## config.mk

```make
export PLATFORM = sky130hd
export DESIGN_NAME = mol_logger
export DESIGN_NICKNAME = d
export VERILOG_FILES = /design/src/rtl/mol_pkg.sv /design/src/rtl/mol_append.sv /design/src/rtl/mol_log_ram.sv /design/src/rtl/mol_dir_port.sv /design/src/rtl/mol_replay.sv /design/src/rtl/mol_logger.sv
export SDC_FILE = /design/constraint.sdc
export NUM_CORES = 2
export LEC_CHECK = 0
export CORE_MARGIN = 5
export CORE_UTILIZATION = 40
export CTS_BUF_LIST = sky130_fd_sc_hd__clkbuf_8
export CTS_CLUSTER_SIZE = 20
export DETAILED_ROUTE_END_ITERATION = 6
export DONT_BUFFER_PORTS = 1
export HOLD_SLACK_MARGIN = 0.12
export PLACE_DENSITY = 0.57
export SYNTH_ARGS = -nofsm -noshare
export SYNTH_HDL_FRONTEND = slang
export SYNTH_HIERARCHICAL = 1
export SYNTH_SLANG_ARGS = --single-unit
```

## constraint.sdc

```tcl
create_clock -name clk -period 3.97 [get_ports clk]
set_input_delay 0.397 -clock clk [delete_from_list [all_inputs] [get_ports clk]]
set_output_delay 0.397 -clock clk [all_outputs]
set_load 0.01 [all_outputs]
```

## src/rtl/mol_pkg.sv

```systemverilog
package mol_pkg;
  // replay engine state
  typedef enum logic {RP_IDLE, RP_SEND} rp_state_e;

  // default geometry shared by the top and its checker
  localparam int MOL_ADDR_W    = 32;
  localparam int MOL_BLK_BYTES = 64;
  localparam int MOL_DEPTH     = 64;
  localparam int MOL_NODE_W    = 4;
  localparam int MOL_BURST     = 4;
endpackage

```

## src/rtl/mol_append.sv

```systemverilog
// Block-granular coalescing of incoming misses and the circular write pointer.
module mol_append #(
  parameter int ADDR_W = 32,
  parameter int OFF_W  = 6,
  parameter int BLK_W  = 26,
  parameter int DEPTH  = 64,
  parameter int IDX_W  = 6
) (
  input  logic              clk,
  input  logic              rst_n,
  input  logic              miss_valid,
  output logic              miss_ready,
  input  logic [ADDR_W-1:0] miss_addr,
  input  logic              out_free,
  output logic              wr_en,
  output logic [IDX_W-1:0]  wr_idx,
  output logic [BLK_W-1:0]  wr_blk
);
  localparam logic [IDX_W-1:0] LAST_IDX = IDX_W'(DEPTH - 1);

  logic [IDX_W-1:0] wptr_q;
  logic [BLK_W-1:0] last_blk_q;
  logic             have_last_q;
  logic [BLK_W-1:0] blk;
  logic             accept;
  logic             fresh;

  assign blk        = miss_addr[ADDR_W-1:OFF_W];
  assign miss_ready = out_free;
  assign accept     = miss_valid && out_free;
  assign fresh      = !have_last_q || (blk != last_blk_q);
  assign wr_en      = accept && fresh;
  assign wr_idx     = wptr_q;
  assign wr_blk     = blk;

  always_ff @(posedge clk) begin
    if (!rst_n) begin
      wptr_q      <= '0;
      last_blk_q  <= '0;
      have_last_q <= 1'b0;
    end else if (wr_en) begin
      last_blk_q  <= blk;
      have_last_q <= 1'b1;
      wptr_q      <= (wptr_q == LAST_IDX) ? '0 : wptr_q + 1'b1;
    end
  end
endmodule

```

## src/rtl/mol_log_ram.sv

```systemverilog
// Address-only log storage: one write port, one read port.
module mol_log_ram #(
  parameter int DEPTH = 64,
  parameter int IDX_W = 6,
  parameter int BLK_W = 26
) (
  input  logic             clk,
  input  logic             we,
  input  logic [IDX_W-1:0] widx,
  input  logic [BLK_W-1:0] wdata,
  input  logic [IDX_W-1:0] ridx,
  output logic [BLK_W-1:0] rdata
);
  logic [BLK_W-1:0] slot_q [DEPTH];

  for (genvar s = 0; s < DEPTH; s++) begin : g_slot
    always_ff @(posedge clk) begin
      if (we && (widx == IDX_W'(s))) slot_q[s] <= wdata;
    end
  end

  assign rdata = slot_q[ridx];
endmodule

```

## src/rtl/mol_dir_port.sv

```systemverilog
// One-entry output register for directory pointer messages.
module mol_dir_port #(
  parameter int NODE_W = 4,
  parameter int IDX_W  = 6,
  parameter int BLK_W  = 26
) (
  input  logic              clk,
  input  logic              rst_n,
  input  logic              load,
  input  logic [NODE_W-1:0] in_node,
  input  logic [IDX_W-1:0]  in_idx,
  input  logic [BLK_W-1:0]  in_blk,
  output logic              free,
  output logic              dir_valid,
  input  logic              dir_ready,
  output logic [NODE_W-1:0] dir_node,
  output logic [IDX_W-1:0]  dir_index,
  output logic [BLK_W-1:0]  dir_blk
);
  assign free = !dir_valid || dir_ready;

  always_ff @(posedge clk) begin
    if (!rst_n) begin
      dir_valid <= 1'b0;
      dir_node  <= '0;
      dir_index <= '0;
      dir_blk   <= '0;
    end else if (load) begin
      dir_valid <= 1'b1;
      dir_node  <= in_node;
      dir_index <= in_idx;
      dir_blk   <= in_blk;
    end else if (dir_ready) begin
      dir_valid <= 1'b0;
    end
  end
endmodule

```

## src/rtl/mol_replay.sv

```systemverilog
// Replays a fixed-length run of logged blocks following a located slot.
module mol_replay
  import mol_pkg::*;
#(
  parameter int DEPTH = 64,
  parameter int IDX_W = 6,
  parameter int BLK_W = 26,
  parameter int BURST = 4
) (
  input  logic             clk,
  input  logic             rst_n,
  input  logic             lk_valid,
  output logic             lk_ready,
  input  logic [IDX_W-1:0] lk_index,
  output logic [IDX_W-1:0] rd_idx,
  input  logic [BLK_W-1:0] rd_blk,
  output logic             rs_valid,
  input  logic             rs_ready,
  output logic [BLK_W-1:0] rs_blk,
  output logic             rs_last
);
  localparam int               CNT_W    = (BURST > 1) ? $clog2(BURST) : 1;
  localparam logic [CNT_W-1:0] LAST_CNT = CNT_W'(BURST - 1);
  localparam logic [IDX_W-1:0] LAST_IDX = IDX_W'(DEPTH - 1);

  function automatic logic [IDX_W-1:0] step(input logic [IDX_W-1:0] v);
    return (v == LAST_IDX) ? '0 : v + 1'b1;
  endfunction

  rp_state_e        state_q;
  logic [IDX_W-1:0] ptr_q;
  logic [CNT_W-1:0] cnt_q;
  logic [BLK_W-1:0] blk_q;
  logic             accept;
  logic             take;

  assign lk_ready = (state_q == RP_IDLE);
  assign accept   = lk_valid && lk_ready;
  assign rs_valid = (state_q == RP_SEND);
  assign take     = rs_valid && rs_ready;
  assign rs_last  = rs_valid && (cnt_q == LAST_CNT);
  assign rs_blk   = blk_q;
  assign rd_idx   = accept ? step(lk_index) : step(ptr_q);

  always_ff @(posedge clk) begin
    if (!rst_n) begin
      state_q <= RP_IDLE;
      ptr_q   <= '0;
      cnt_q   <= '0;
      blk_q   <= '0;
    end else if (accept) begin
      state_q <= RP_SEND;
      ptr_q   <= step(lk_index);
      cnt_q   <= '0;
      blk_q   <= rd_blk;
    end else if (take) begin
      if (cnt_q == LAST_CNT) begin
        state_q <= RP_IDLE;
      end else begin
        ptr_q <= step(ptr_q);
        cnt_q <= cnt_q + 1'b1;
        blk_q <= rd_blk;
      end
    end
  end
endmodule

```

## src/rtl/mol_logger.sv

```systemverilog
// Coherence miss order logger: top level.
module mol_logger #(
  parameter int ADDR_W    = mol_pkg::MOL_ADDR_W,
  parameter int BLK_BYTES = mol_pkg::MOL_BLK_BYTES,
  parameter int DEPTH     = mol_pkg::MOL_DEPTH,
  parameter int NODE_W    = mol_pkg::MOL_NODE_W,
  parameter int BURST     = mol_pkg::MOL_BURST,
  localparam int OFF_W    = $clog2(BLK_BYTES),
  localparam int BLK_W    = ADDR_W - OFF_W,
  localparam int IDX_W    = (DEPTH > 1) ? $clog2(DEPTH) : 1
) (
  input  logic              clk,
  input  logic              rst_n,
  input  logic [NODE_W-1:0] node_id,
  input  logic              miss_valid,
  output logic              miss_ready,
  input  logic [ADDR_W-1:0] miss_addr,
  output logic              dir_valid,
  input  logic              dir_ready,
  output logic [NODE_W-1:0] dir_node,
  output logic [IDX_W-1:0]  dir_index,
  output logic [BLK_W-1:0]  dir_blk,
  input  logic              lk_valid,
  output logic              lk_ready,
  input  logic [IDX_W-1:0]  lk_index,
  output logic              rs_valid,
  input  logic              rs_ready,
  output logic [BLK_W-1:0]  rs_blk,
  output logic              rs_last
);
  logic             out_free;
  logic             wr_en;
  logic [IDX_W-1:0] wr_idx;
  logic [BLK_W-1:0] wr_blk;
  logic [IDX_W-1:0] rd_idx;
  logic [BLK_W-1:0] rd_blk;

  mol_append #(
    .ADDR_W(ADDR_W), .OFF_W(OFF_W), .BLK_W(BLK_W), .DEPTH(DEPTH), .IDX_W(IDX_W)
  ) u_append (
    .clk(clk), .rst_n(rst_n),
    .miss_valid(miss_valid), .miss_ready(miss_ready), .miss_addr(miss_addr),
    .out_free(out_free),
    .wr_en(wr_en), .wr_idx(wr_idx), .wr_blk(wr_blk)
  );

  mol_log_ram #(
    .DEPTH(DEPTH), .IDX_W(IDX_W), .BLK_W(BLK_W)
  ) u_ram (
    .clk(clk), .we(wr_en), .widx(wr_idx), .wdata(wr_blk),
    .ridx(rd_idx), .rdata(rd_blk)
  );

  mol_dir_port #(
    .NODE_W(NODE_W), .IDX_W(IDX_W), .BLK_W(BLK_W)
  ) u_dir (
    .clk(clk), .rst_n(rst_n),
    .load(wr_en), .in_node(node_id), .in_idx(wr_idx), .in_blk(wr_blk),
    .free(out_free),
    .dir_valid(dir_valid), .dir_ready(dir_ready),
    .dir_node(dir_node), .dir_index(dir_index), .dir_blk(dir_blk)
  );

  mol_replay #(
    .DEPTH(DEPTH), .IDX_W(IDX_W), .BLK_W(BLK_W), .BURST(BURST)
  ) u_replay (
    .clk(clk), .rst_n(rst_n),
    .lk_valid(lk_valid), .lk_ready(lk_ready), .lk_index(lk_index),
    .rd_idx(rd_idx), .rd_blk(rd_blk),
    .rs_valid(rs_valid), .rs_ready(rs_ready), .rs_blk(rs_blk), .rs_last(rs_last)
  );
endmodule

```

======== After elaboration in Yosys (flattened, before gate mapping) ========
Memory sizes are Yosys's and may differ from the RTL's.
Index checks and enable logic that the tools add are counted.
cells by class
  bitwise gates (word level) .............. 3
  reductions and logical operators ........ 144
  muxes and demuxes ....................... 332
  add/sub/neg operators ................... 4
  equal/unequal tests ..................... 68
operators by type and width
  kind                 number
  $mux 26              66
  $reduce_or 26->1     63
  $mux 6               70
  $eq 6x6->1 const B   34
  $mux 1               196
  $eq 6x5->1 const B   16
  $logic_and 1x1->1    69
  $eq 6x4->1 const B   8
  $ne 26x26->1         1
  $eq 6x3->1 const B   4
  $add 6x1->6 const B  3
  $eq 6x2->1 const B   2
  $eq 6x1->1 const B   1
  $logic_not 6->1      1
  $reduce_and 2->1     3
  $reduce_bool 2->1    3
  $not 1->1            3
  $add 2x1->2 const B  1
  $eq 2x2->1 const B   1
  $logic_not 1->1      2
  $logic_or 1x1->1     2
  $ne 2x1->1 const B   1
  $reduce_or 2->1      1
word-level totals
  memories ................................ 1
  bits of input ports ..................... 48
  word-level logic and storage cells ...... 562
  memory bits (writable) .................. 1664
  bits in registers ....................... 79
memory list
  name          words  width  rd ports  clocked after Yosys merged registers in  write ports  RTL line           source
  u_ram.slot_q  64     26     1         0                                        1            mol_log_ram.sv:14  logic [BLK_W-1:0] slot_q [DEPTH];

======== Depth between registers and ports, before layout ========
  depth in word-level cells ............... 71
  gate-level depth with buffers ........... 15
  depth with buffers taken out ............ 12

======== Hierarchy ========
The synthesis kept the hierarchy.
by module, submodules not included
  module        seq. area each (µm²)  area each (µm²)  cells an instance  times used
  mol_log_ram   49967.9               63681.1          2829               1
  mol_append    660.6                 1951.9           225                1
  mol_replay    700.7                 1500.2           190                1
  mol_dir_port  740.7                 1426.4           119                1

======== Least setup slack after synthesis ========
OpenSTA, ideal clock, no wires.
  path kind ............................... input to register
  start ................................... in miss_addr[25]
  end ..................................... mem u_ram.slot_q[6][0] (enable)
  cell stages on the path ................. 9
  slack ................................... 420 ps
  data arrival time ....................... 3141 ps
  required time ........................... 3561 ps
  path buffers ............................ 4
  path through ............................ xor2_1 -> nor4_4 -> a21oi_2 -> buf_6 -> buf_12 -> or3b_2 -> clkbuf_1 -> clkbuf_1 -> nor2_1
between the ends
  cells in the longest elaborated chain, start to end .. 70
  elaborated cells on any way between the ends .. 384
RTL lines
  element                                                          RTL line           source
  start, declared                                                  mol_logger.sv:17   input logic [ADDR_W-1:0] miss_addr,
  $ne 26x26->1 *                                                   mol_append.sv:31   assign fresh = !have_last_q || (blk != last_blk_q);
  $logic_or 1x1->1 *                                               mol_append.sv:31
  $logic_and 1x1->1 *                                              mol_append.sv:32   assign wr_en = accept && fresh;
  named net wr_en                                                  mol_logger.sv:32   logic wr_en;
  $logic_and 1x1->1                                                mol_log_ram.sv:18  if (we && (widx == IDX_W'(s))) slot_q[s] <= wdata;
  $mux 1                                                           mol_log_ram.sv:18
  $mux 1 (not written as such)                                     mol_log_ram.sv:18
  $reduce_or 26->1 (no line)                                       -
  $mux 6 (no line) / $mux 1 (equally long branches) (63 in a row)  -
  end, declared                                                    mol_log_ram.sv:14
The timed path passes the listed nets; every way through them passes the cells marked *.

======== Worst setup path after layout ========
  start ................................... reg u_replay.state_q (netlist: u_replay/rs_valid)
  end ..................................... reg u_replay.blk_q[9] (netlist: u_replay/rs_blk[9])
between the ends
  cells in the longest elaborated chain, start to end .. 7
  elaborated cells on any way between the ends .. 11
RTL lines
  element                 RTL line          source
  start, declared         mol_replay.sv:30  rp_state_e state_q;
  start signal, assigned  mol_replay.sv:47  state_q <= RP_IDLE;
  start signal, assigned  mol_replay.sv:52  state_q <= RP_SEND;
  start signal, assigned  mol_replay.sv:58  state_q <= RP_IDLE;
  $not 1->1 *             mol_replay.sv:37  assign lk_ready = (state_q == RP_IDLE);
  $logic_and 1x1->1 *     mol_replay.sv:38  assign accept = lk_valid && lk_ready;
  $mux 6 *                mol_replay.sv:43  assign rd_idx = accept ? step(lk_index) : step(ptr_q);
  named net rd_idx[2]     mol_logger.sv:35  logic [IDX_W-1:0] rd_idx;
  $mem_v2 64x26 *         -
  named net rd_blk[9]     mol_logger.sv:36  logic [BLK_W-1:0] rd_blk;
  $mux 26                 mol_replay.sv:57  if (cnt_q == LAST_CNT) begin
  $mux 26                 mol_replay.sv:56  end else if (take) begin
  $mux 26 *               mol_replay.sv:51  end else if (accept) begin
  end signal, assigned    mol_replay.sv:55  blk_q <= rd_blk;
  end signal, assigned    mol_replay.sv:62  blk_q <= rd_blk;
  end, declared           mol_replay.sv:33  logic [BLK_W-1:0] blk_q;
The timed path passes the listed nets; every way through them passes the cells marked *. The select of a mux whose other input is x is not followed.
A chain may end at the register's enable or synchronous reset.

==> impl_metrics.ini <==
[clock_tree]
cts_tree = done
h-tree-depth = 5
cts_max_path_buffers = 4
cts_root_buf = clkbuf_8
cts_inserted_buffers = 304
postCtsSetupBuffers = 0
clk_pin_slew_ns = 0.06
worst_skew_pair.late_latency_ns = 0.99
cts_sinks = 1769

[placement]
place_congestion = 0.7597
pre_cts_ws_ns = 0.1080
io_buffers = 0
dpl.hpwl_um = 95690

[final_layout]
syn_to_final_growth_pct = 15.01
nets = 3763
drive_above_1_share = 0.2556
seq_area_um2 = 52070
multi_input_area_um2 = 15610
fillCellCount = 14331

[sta]
fmax_mhz = 254.6
hold_violations = 0
drv_slew = 0
worst_slack_ns = 0.04251
slew_headroom = 0.1637
tns_ns = 0
fin_skew_ns = 0.06647
period_share = 0.9893
tightest_slew_ns = 1.244
whs_ns = 0.2451
layout_min_cycle_time_ns = 3.927
setup_viol = 0

[synth]
ys_ff_latch = 1769
ys_types = 54
synth_edf_count = 1664
ys.flop_type = edfxtp_1
synthCells = 3363
synth_top_area_cell = edfxtp_1
syn_nets = 3415
synthTopCellsByArea = edfxtp_1 (73%), mux4_2 (12%), mux2i_1 (4.4%), dfxtp_1 (3.1%), a22oi_1 (0.97%)
netlist_area_um2 = 68560
yosysMostFrequentCell = edfxtp_1
ys_seq_area_frac = 0.7595
yosys_warnings = 6
synth_top_area_frac = 0.7288
synth_common_cells = edfxtp_1 (1664), mux4_2 (352), mux2i_1 (302)
async_reset_ff_frac = 0
synth.avg_cell_area_um2 = 20.39

[pwr]
leakagePower_nw = 25.87
p_per_area_nw_per_um2 = 508.2
switching_power_mw = 9.883
internal_power_mw = 30.19
p_sw_frac = 0.2466
clkPwrFrac = 0.366
seq_power_share = 0.516
pwr-share-comb = 0.118
vdd_drop_max_mv = 0.3708

[drt]
via_per_inst = 5.619
via_count = 34629
routed_wl_um = 179700
antenna_left = 0
first_iter_violations = 3166
drt_pass1_iterations = 5
avgRoutedWirePerCell_um = 29.15
remaining_drc_errors = 0

[global_route]
antenna_found_initial = 18
grt_usage = 0.1982
grt_pass1_wl_um = 255800
gr-usage-met1 = 0.2801
overflow = 0
grt_util_met2 = 0.3015
grt_util_met3 = 0.05370
grt_max_degree = 102
top_usage_layer = met2
grt_pass1_vias = 35356

[die]
ios = 115
die_x_um = 424.0
row_count = 152
die-area_um2 = 179800
start_util = 0.4010
die_y_um = 424.0
placeableCoreArea_um2 = 171000

[critical_path]
crit_chain = nand2b_1 -> buf_4 -> mux2i_4 -> buf_12 -> buf_4 -> mux4_2 -> o22ai_1 -> a21o_1 -> o31ai_1 -> and3_1 -> nand2_1 -> a21oi_1
reg2reg_slack_ns = 0.04
crit_buf_inv = 3
cp_max_fo = 16
slowest_stage = o31ai_1
r2r_cells = 12
cp-start-kind = flop
cp.arrival_ns = 4.81
crit_path_end_kind = flop
required_ns = 4.85
crit_type = reg2reg
startpoint = u_replay/rs_valid
reg2reg_to = u_replay/rs_blk[9]
slowest_delay_ns = 1.03
endpoint = u_replay/rs_blk[9]
path_depth = 12
r2r_start = u_replay/rs_valid
crit_family = compound AO/OA/AOI/OAI gates
crit_top_cell = buf_4

[worst_hold_path]
hold_class = in2reg

[job]
drv_cap = 0

[run_status]
status = complete, no violations
-- worst min-delay path by stage --
stage | from | endpoint | slack, ns | cells past startpoint
after global routing | lk_index[3] | u_replay/ptr_q[3] | 0.22 | 5
after detailed placement | u_append/last_blk_q[21] | u_append/last_blk_q[21] | 0.46 | 2
after floorplan | u_append/have_last_q | u_append/have_last_q | 0.44 | 2
after CTS | lk_index[3] | u_replay/ptr_q[3] | 0.16 | 5
final | lk_index[3] | u_replay/ptr_q[3] | 0.25 | 5
after global placement | u_append/last_blk_q[12] | u_append/last_blk_q[12] | 0.46 | 2
-- cells in the final DEF, fill, tap and decap left out, types with 21 or more instances in the layout --
| cell | count |
|---|---|
| nor2_4 | 47 |
| diode_2 | 21 |
| xnor2_1 | 29 |
| buf_12 | 33 |
| clkbuf_8 | 329 |
| buf_4 | 147 |
| nor2_1 | 27 |
| mux2i_1 | 301 |
| inv_1 | 112 |
| o22ai_1 | 62 |
| edfxtp_1 | 1664 |
| nor2b_1 | 41 |
| buf_16 | 27 |
| o21ai_0 | 43 |
| a31oi_1 | 44 |
| a22oi_1 | 89 |
| dfxtp_1 | 105 |
| dlygate4sd3_1 | 52 |
| nor2_2 | 22 |
| mux4_2 | 352 |
| a21oi_1 | 37 |
| nand2_1 | 133 |
| clkinv_1 | 44 |
-- stage by stage --
stage	power [mW]	utilization	instance area (µm²)	instances
2_1_floorplan	23.90	-	68560	3363
4_1_cts	40.49	0.4609	78800	6142
6_report	40.08	0.4612	78850	6163
3_3_place_gp	25.29	0.4226	72250	5559
5_1_grt	41.58	0.4610	78810	6147
3_5_place_dp	25.31	0.4226	72250	5559
-- cell type report --
type,count,share of cell area
inverter,6,0.0002856
sequential,1769,0.6604
clock inverter,175,0.009521
tap,2233,0.03543
antenna,21,0.0006664
multi-input combinational,1371,0.1979
clock buffer,329,0.05743
timing repair buffer,259,0.03840
-- per-layer routing --
layer / wire (µm) / part of all wire
met1: 76710 / 0.43
met2: 82490 / 0.46
met3: 15300 / 0.085
met4: 5146 / 0.029
met5: 13 / 0.000072
-- worst register-to-register path, delay by kind of cell, from the launching register on --
kind / cells / cell delay (ns)
AO/OA/AOI/OAI: 4 / 1.52
flip-flops: 1 / 0.34
AND/OR/NAND/NOR: 3 / 0.56
buffers and inverters: 3 / 0.71
multiplexers: 2 / 0.74
-- power groups by stage --
stage | clock network, mW | registers, mW | logic (mW)
finish | 14.7 | 20.7 | 4.74
detailed placement | 0 | 21.1 | 4.25
CTS | 15.0 | 20.7 | 4.77
global route | 15.9 | 20.7 | 5.01
global placement | 0 | 21.1 | 4.24
floorplan | 0 | 21.0 | 2.90
-- sequential cells by signal, indices dropped and copies added (netlist names) --
| name | cells |
|---|---|
| u_ram/slot_q | 1664 |
| u_append/last_blk_q | 26 |
| u_dir/dir_blk | 26 |
| u_replay/rs_blk | 26 |
| u_append/wr_idx | 6 |
| u_dir/dir_index | 6 |
| u_replay/ptr_q | 6 |
| u_dir/dir_node | 4 |
| u_replay/cnt_q | 2 |
| u_append/have_last_q | 1 |
| u_dir/dir_valid | 1 |
| u_replay/rs_valid | 1 |
-- what timing repair did --
action	CTS	global route
setup endpoints to repair	0	1
gates resized for setup	0	1
hold buffers	79	0
hold endpoints to repair	1769	0
-- logic make-up after synthesis --
family                     Yosys count  share of synthesized area
AOI/OAI and AO/OA                  332                    0.03179
xor gates and xnor gates            32                   0.004088
adders and majority gates            4                  0.0007300
buffers and inverters              223                    0.02002
DFF                               1769                     0.7595
muxes                              655                     0.1599
and+or+nand+nor                    348                    0.02400
No activity file was read; power rests on OpenSTA's default activity.
